### config.mk
export PLATFORM = sky130hd
export DESIGN_NAME = hsi_ctrl
export DESIGN_NICKNAME = d
export VERILOG_FILES = /design/src/rtl/hsi_pkg.sv /design/src/rtl/hsi_status_bank.sv /design/src/rtl/hsi_cfg_reg.sv /design/src/rtl/hsi_mode_reg.sv /design/src/rtl/hsi_ctrl.sv
export SDC_FILE = /design/constraint.sdc
export NUM_CORES = 1
export LEC_CHECK = 0
export ABC_AREA = 1
export BUFFER_PORTS_ARGS = -buffer_cell sky130_fd_sc_hd__buf_2
export CAP_MARGIN = 20
export CORE_UTILIZATION = 25
export CTS_BUF_LIST = sky130_fd_sc_hd__clkbuf_4
export CTS_CLUSTER_DIAMETER = 50
export DETAILED_ROUTE_END_ITERATION = 10
export HOLD_SLACK_MARGIN = 0.05
export PLACE_DENSITY_LB_ADDON = 0.05
export SYNTH_ARGS = -nofsm -noshare
export SYNTH_HDL_FRONTEND = slang
export SYNTH_HIERARCHICAL = 1
export SYNTH_SLANG_ARGS = --single-unit
### constraint.sdc
create_clock -name clk -period 1.2 [get_ports clk]
set_clock_uncertainty 0.1 [all_clocks]
set_input_delay 0.06 -clock clk [delete_from_list [all_inputs] [get_ports clk]]
set_output_delay 0.06 -clock clk [all_outputs]
set_load 0.02 [all_outputs]
### src/rtl/hsi_pkg.sv
package hsi_pkg;
    localparam int STAT_W  = 11;
    localparam int CFG_W   = 11;
    localparam int STATE_W = 4;

    // implemented status bits: 0 and 3..10
    localparam logic [STAT_W-1:0] STAT_IMPL = 11'h7F9;
    // status bits feeding the interrupt: 8, 9, 10
    localparam logic [STAT_W-1:0] IRQ_SRC   = 11'h700;
    // implemented configuration bits: 0..5, 8, 10
    localparam logic [CFG_W-1:0]  CFG_IMPL  = 11'h53F;

    typedef enum logic [1:0] {
        SEL_NONE,
        SEL_STAT,
        SEL_CFG,
        SEL_MODE
    } reg_sel_e;
endpackage

### src/rtl/hsi_status_bank.sv
module hsi_status_bank
    import hsi_pkg::*;
#(
    parameter int               W    = STAT_W,
    parameter logic [W-1:0]     IMPL = STAT_IMPL,
    parameter logic [W-1:0]     SRC  = IRQ_SRC
) (
    input  logic         clk,
    input  logic         rst_n,
    input  logic         clr_we,
    input  logic [W-1:0] clr_bits,
    input  logic [W-1:0] set_bits,
    output logic [W-1:0] stat_q,
    output logic         irq_q
);
    logic [W-1:0] clr_eff;
    logic [W-1:0] stat_d;

    // set has priority over clear
    always_comb begin
        clr_eff = clr_we ? clr_bits : '0;
        stat_d  = ((stat_q & ~clr_eff) | set_bits) & IMPL;
    end

    always_ff @(posedge clk) begin
        if (!rst_n) begin
            stat_q <= '0;
            irq_q  <= 1'b0;
        end else begin
            stat_q <= stat_d;
            irq_q  <= |(stat_d & SRC);
        end
    end
endmodule

### src/rtl/hsi_cfg_reg.sv
module hsi_cfg_reg
    import hsi_pkg::*;
#(
    parameter int           W    = CFG_W,
    parameter logic [W-1:0] IMPL = CFG_IMPL
) (
    input  logic         clk,
    input  logic         rst_n,
    input  logic         we,
    input  logic [W-1:0] wdata,
    output logic [W-1:0] cfg_q
);
    always_ff @(posedge clk) begin
        if (!rst_n)  cfg_q <= '0;
        else if (we) cfg_q <= wdata & IMPL;
    end
endmodule

### src/rtl/hsi_mode_reg.sv
module hsi_mode_reg
    import hsi_pkg::*;
#(
    parameter int            DW  = 32,
    parameter int            SW  = STATE_W,
    parameter logic [DW-1:0] RST = 32'h0000_C60F
) (
    input  logic          clk,
    input  logic          rst_n,
    input  logic          we,
    input  logic [DW-1:0] wdata,
    output logic [DW-1:0] mode_q
);
    localparam logic [SW-1:0] PD_CODE = {SW{1'b1}};

    logic [DW-1:0] cand;

    always_comb begin
        cand = wdata;
        if (wdata[SW-1:0] == PD_CODE) cand[SW-1:0] = '0;
    end

    always_ff @(posedge clk) begin
        if (!rst_n)  mode_q <= RST;
        else if (we) mode_q <= cand;
    end
endmodule

### src/rtl/hsi_ctrl.sv
module hsi_ctrl
    import hsi_pkg::*;
#(
    parameter int            AW       = 8,
    parameter int            DW       = 32,
    parameter logic [AW-1:0] OFS_STAT = 8'h00,
    parameter logic [AW-1:0] OFS_CFG  = 8'h04,
    parameter logic [AW-1:0] OFS_MODE = 8'h08,
    parameter logic [DW-1:0] MODE_RST = 32'h0000_C60F
) (
    input  logic              clk,
    input  logic              rst_n,
    input  logic              bus_we,
    input  logic [AW-1:0]     bus_addr,
    input  logic [DW-1:0]     bus_wdata,
    output logic [DW-1:0]     bus_rdata,
    input  logic [STAT_W-1:0] stat_set,
    output logic [STAT_W-1:0] stat_o,
    output logic [CFG_W-1:0]  cfg_o,
    output logic [DW-1:0]     mode_o,
    output logic              irq_o
);
    localparam int PADS = DW - STAT_W;
    localparam int PADC = DW - CFG_W;

    reg_sel_e sel;

    always_comb begin
        if      (bus_addr == OFS_STAT) sel = SEL_STAT;
        else if (bus_addr == OFS_CFG)  sel = SEL_CFG;
        else if (bus_addr == OFS_MODE) sel = SEL_MODE;
        else                           sel = SEL_NONE;
    end

    hsi_status_bank #(.W(STAT_W), .IMPL(STAT_IMPL), .SRC(IRQ_SRC)) i_stat (
        .clk      (clk),
        .rst_n    (rst_n),
        .clr_we   (bus_we && sel == SEL_STAT),
        .clr_bits (bus_wdata[STAT_W-1:0]),
        .set_bits (stat_set),
        .stat_q   (stat_o),
        .irq_q    (irq_o)
    );

    hsi_cfg_reg #(.W(CFG_W), .IMPL(CFG_IMPL)) i_cfg (
        .clk   (clk),
        .rst_n (rst_n),
        .we    (bus_we && sel == SEL_CFG),
        .wdata (bus_wdata[CFG_W-1:0]),
        .cfg_q (cfg_o)
    );

    hsi_mode_reg #(.DW(DW), .SW(STATE_W), .RST(MODE_RST)) i_mode (
        .clk    (clk),
        .rst_n  (rst_n),
        .we     (bus_we && sel == SEL_MODE),
        .wdata  (bus_wdata),
        .mode_q (mode_o)
    );

    always_comb begin
        unique case (sel)
            SEL_STAT: bus_rdata = {{PADS{1'b0}}, stat_o};
            SEL_CFG:  bus_rdata = {{PADC{1'b0}}, cfg_o};
            SEL_MODE: bus_rdata = mode_o;
            default:  bus_rdata = '0;
        endcase
    end
endmodule

## Word level (Yosys, flattened, before mapping)

Index checks and enable logic that the tools add are counted.

| word-level totals | value |
|---|---|
| memories kept | 0 |
| input port bits | 54 |
| output and inout bits | 87 |
| register bits after elaboration | 52 |
| latch bits | 0 |
| RAM bits | 0 |
| bits in read-only memories | 0 |
| word-level logic and storage cells | 25 |

| cells by class | value |
|---|---|
| div/mod/pow operators | 0 |
| multiplexer cells | 6 |
| bitwise operators | 3 |
| add/sub/neg operators | 0 |
| reductions and logical operators | 5 |
| order comparisons | 0 |
| $mul | 0 |
| shift operators | 0 |
| equality and inequality tests | 6 |

Operators by type and width:

| cell | number |
|---|---|
| 32-bit one-hot mux with 3 select lines | 1 |
| 11-bit AND | 1 |
| 11-bit 2-to-1 mux | 1 |
| 11-bit NOT | 1 |
| 11-bit bitwise OR | 1 |
| 8-bit by 3-bit == test with 1-bit output, second input constant | 1 |
| 8-bit by 4-bit == test with 1-bit output, second input constant | 1 |
| 8-bit logical NOT | 1 |
| 2-bit 2-to-1 mux | 3 |
| 2-bit == test, second input constant | 2 |
| 4-bit == test, second input constant | 1 |
| 4-bit 2-to-1 mux | 1 |
| 1-bit logical AND | 3 |
| 3-bit OR reduction | 1 |
| 2-bit by 1-bit == test with 1-bit output, second input constant | 1 |

## Depth between registers and ports, before layout

| logic depth | value |
|---|---|
| depth in word-level cells | 11 |
| depth in mapped cells | 11 |
| gate-level depth less buffers | 9 |

## Cells and area by module

The synthesis kept the hierarchy.

Modules (own cells, without submodules):

| module | times used | seq. area each (µm²) | cells each | area an instance (µm²) |
|---|---|---|---|---|
| hsi_mode_reg | 1 | 640.6 | 149 | 1134.8 |
| hsi_ctrl | 1 | 0.0 | 116 | 680.7 |
| hsi_status_bank | 1 | 200.2 | 52 | 404.1 |
| hsi_cfg_reg | 1 | 160.2 | 55 | 382.9 |

## Worst setup path before layout

OpenSTA, ideal clock, no wires.

| timing | value |
|---|---|
| path type | input -> register |
| start | input port bus_addr[7] |
| end | register i_mode.mode_q[2] |
| setup slack | -86 ps |
| buffers on the path | 1 |
| arrival | 1068 ps |
| stages | 9 |
| data required time | 981 ps |
| setup time | 119 ps |
| cells stage by stage | nor2_1 -> nand2_2 -> clkinv_2 -> nand2_2 -> nor2_1 -> inv_2 -> buf_2 -> a21oi_1 -> nand2_1 |

| between the ends | value |
|---|---|
| cells in the longest elaborated chain, start to end | 6 |
| elaborated cells on any way between the ends | 8 |
| classes of those cells | eq/ne: 3; mux: 3; reduce/logical: 2 |

Ends and longest elaborated chain:

| what | RTL line | source |
|---|---|---|
| start: declaration | hsi_ctrl.sv:14 | `input logic [AW-1:0] bus_addr,` |
| 8-bit by 4-bit == test with 1-bit output | hsi_ctrl.sv:31 | `else if (bus_addr == OFS_MODE) sel = SEL_MODE;` |
| 2-bit 2-to-1 mux | hsi_ctrl.sv:31 |  |
| 2-bit 2-to-1 mux | hsi_ctrl.sv:30 | `else if (bus_addr == OFS_CFG) sel = SEL_CFG;` |
| 2-bit 2-to-1 mux (*) | hsi_ctrl.sv:29 | `if (bus_addr == OFS_STAT) sel = SEL_STAT;` |
| 2-bit == test (*) | hsi_ctrl.sv:56 | `.we (bus_we && sel == SEL_MODE),` |
| 1-bit logical AND (*) | hsi_ctrl.sv:56 |  |
| end signal: assignment | hsi_mode_reg.sv:25 | `else if (we) mode_q <= cand;` |
| end: declaration | hsi_mode_reg.sv:12 | `output logic [DW-1:0] mode_q` |

Every way passes the cells marked *; elsewhere a longest branch is shown, timed or not.
A chain may end at the register's enable or synchronous reset.

## Final worst setup path

| timing | value |
|---|---|
| start | input port bus_addr[2] |
| end | output port bus_rdata[9] |

| between the ends | value |
|---|---|
| cells in the longest elaborated chain, start to end | 6 |
| elaborated cells on any way between the ends | 10 |
| classes of those cells | eq/ne: 5; mux: 4; reduce/logical: 1 |

Ends and longest elaborated chain:

| what | RTL line | source |
|---|---|---|
| 8-bit by 4-bit == test with 1-bit output | hsi_ctrl.sv:31 |  |
| 2-bit 2-to-1 mux | hsi_ctrl.sv:31 |  |
| 2-bit 2-to-1 mux | hsi_ctrl.sv:30 |  |
| 2-bit 2-to-1 mux (*) | hsi_ctrl.sv:29 |  |
| 2-bit == test / 2-bit by 1-bit == test with 1-bit output (equally long branches) | hsi_ctrl.sv:62 | `unique case (sel)` |
| 32-bit one-hot mux with 3 select lines (*) | hsi_ctrl.sv:62 |  |
| end: declaration | hsi_ctrl.sv:16 | `output logic [DW-1:0] bus_rdata,` |

Marked as above.

==> run summary <==
Vias in the first global route -> 2992
WP buf/inv -> 4
Crit-path slowest cell -> nor2_4
PortBufs -> 133
Failing checks -> negative setup slack
Layout Utilization -> 48.27%
GP Congestion -> 0.7365
Critical path class -> primary input to output port
Final #Nets -> 635
Placed cells -> 638
Post-synth EDFFs -> 0
Post-Route M1 WL -> 4017 um
Sequential fraction of the synthesis area -> 38.46%
Synthesis warning total -> 6
Antenna-violating nets left -> 0
Initial antenna violation count -> 0
Hold Slack -> 0.1982 ns
Die X -> 104.0 um
GRT Total Usage -> 16.57%
Final setup violation count -> 5
CTS root buffer -> clkbuf_4
Final WL -> 9386 um
Max capacitance violation total -> 0
Critical Path Source Type -> primary input
CP Cell Sequence -> buf_6, buf_6, nor2_4, nand2_2, nor2_4, buf_12, nand2_2, nand3_2, buf_6
RSZ-0062 raised after global routing -> yes
Vias after detailed routing -> 3007
Worst path arrival time -> 1.06 ns
Iter 0 DRT Violations -> 86
Max Fclk -> 821.8 MHz
Post-synthesis instance area -> 2602 um2
Uppermost layer routed -> met4
Top-count cell post-synth -> nor2_1
Tmin final -> 1.217 ns
Core area -> 9910 um2
Max incr delay on CP -> 0.20 ns
Area grow syn2layout -> 83.80%
FF+latch count, synth -> 50
Final Max Slew Viols -> 0
Area share of the largest cell type after synthesis -> 38.46%
TNS Setup -> -0.03196 ns
Die area -> 10820 um2
Largest area contributor in the netlist -> dfxtp_1
CP max FO -> 6
Hold Vio Cnt, Final -> 0
Pwr Density -> 626.2 nW/um2
Htree depth -> 2
Final worst path period share -> 101.4%
Later-pin clock latency in the skew report -> 0.37 ns
CP most frequent cell -> buf_6
TritonCTS clock tree -> yes
Layout cell share with drive strength beyond 1 -> 56.70%
Initial Util -> 26.26%
Filler Cell Count -> 989
FFs w/ async S/R, synth -> 0%
Data required time of the worst path -> 1.04 ns
Row count -> 36
Grt total ovfl -> 0
Hold WC Path Type -> primary input to flip-flop
PnR worst setup slack -> -0.01677 ns
Syn Inst Count -> 372
Yosys cell types -> 22
Leading post-synthesis cells by cell area -> dfxtp_1 (38%), nor2_1 (11%), nor2_4 (9.1%)
Status -> finished with violations
Crit. End Element -> output port
WL/cell -> 13.13 um
Place WS -> -0.1695 ns
# DRC -> 0
Post-route insts no fill -> 715
CP top delay family -> simple AND/OR/NAND/NOR gates
CTS Buf Count -> 5
DR WL met2 -> 4720 um
Post-DP HPWL -> 5914 um
DRT Pass-1 Iters -> 4
Met3 WL post-DR -> 462 um
Clk pin slew, worst setup/hold paths -> 0.15 ns
Longest Clk Path Bufs -> 2
Max IR drop VDD -> 0.3376 mV
Vias/cell -> 4.206
Die height -> 104.0 um
Largest net degree at the start of global routing -> 25
Synth top cells by count -> nor2_1 (77), nand2_1 (59), dfxtp_1 (50)
# IOs -> 141
Global-route wire length before repair -> 14520 um
Diodes inserted -> 0
Clock sink total -> 50
Top_reg_cell synth -> dfxtp_1
Leakage -> 2.370 nW
Syn avg cell area -> 6.996 um2
through the flow:
step | power [W] | area, um2
floorplan | 0.001916 | 2621
global placement | 0.002075 | 3517
detailed placement | 0.002075 | 3517
CTS | 0.003004 | 4387
global route | 0.003149 | 4783
finish | 0.002995 | 4783
sequential cells by signal, summed over array words and instances, names as in the netlist:
register and flops:
i_mode/mode_q 32, i_stat/stat_q 9, i_cfg/cfg_q 8, i_stat/irq_q 1
worst register-to-register path: cells and delay by family, from the launching register on:
kind	cells	cell delay, ns
buffers and inverters	3	0.38
DFF	1	0.35
and+or+nand+nor	2	0.10
layout by cell type, fill, tap and decap left out, drive strengths merged:
master,n
buf,179
o21ai,28
clkinv,2
dfxtp,50
nor2,100
conb,5
a21oi,10
dlygate4sd3,42
nand3,38
inv,48
nand2,70
nor3,1
clkbuf,9
what timing repair did:
| item | 4_1_cts | 5_1_grt |
|---|---|---|
| gates resized for setup | 119 | 83 |
| setup endpoints to repair | 32 | 36 |
| pin swaps | 8 | 37 |
| hold buffers | 42 | 0 |
| setup buffers | 12 | 11 |
| gates cloned | 1 | 3 |
| endpoints found under the hold margin | 50 | 0 |
final timing paths:
path | start | to | slack [ns] | cells after the start
setup / recovery | bus_addr[2] | bus_rdata[9] | -0.02 | 9
hold / removal | bus_we | i_mode/mode_q[10] | 0.20 | 6
setup reg to reg | i_mode/mode_q[10] | i_mode/mode_q[10] | 0.17 | 5
hold reg to reg | i_cfg/cfg_q[2] | i_cfg/cfg_q[2] | 0.39 | 2
report_power, final:
group | total [W] | leakage, nW | internal, W | switching, W
clock network | 0.000787 | 0.0331 | 0.000245 | 0.000542
logic | 0.000496 | 1.92 | 0.000255 | 0.000241
registers | 0.00171 | 0.420 | 0.00169 | 0.0000256
area by class of cell:
cell class | instances | area [um2] | share of cell area (%)
clock buffer | 6 | 45.04 | 0.9417
timing repair buffer | 224 | 1878 | 39.26
tap | 133 | 166.4 | 3.479
sequential | 50 | 1060 | 22.16
clock inverter | 2 | 8.758 | 0.1831
inverter | 48 | 182.7 | 3.819
multi-input combinational | 252 | 1443 | 30.16
routing by layer:
metal  up-vias  track usage (%)
met3        14            2.945
met2       101            30.62
met4         0            3.980
li1       1543                -
met5         -                0
met1      1349            19.65
kinds of logic after synthesis:
logic type             Yosys count  share of synthesized area [%]
buffers and inverters           73                          14.42
AO/OA/AOI/OAI                   38                          7.308
other                            2                         0.2886
AND/OR/NAND/NOR                209                          39.52
flip-flops                      50                          38.46
No activity file was read; power rests on OpenSTA's default activity.
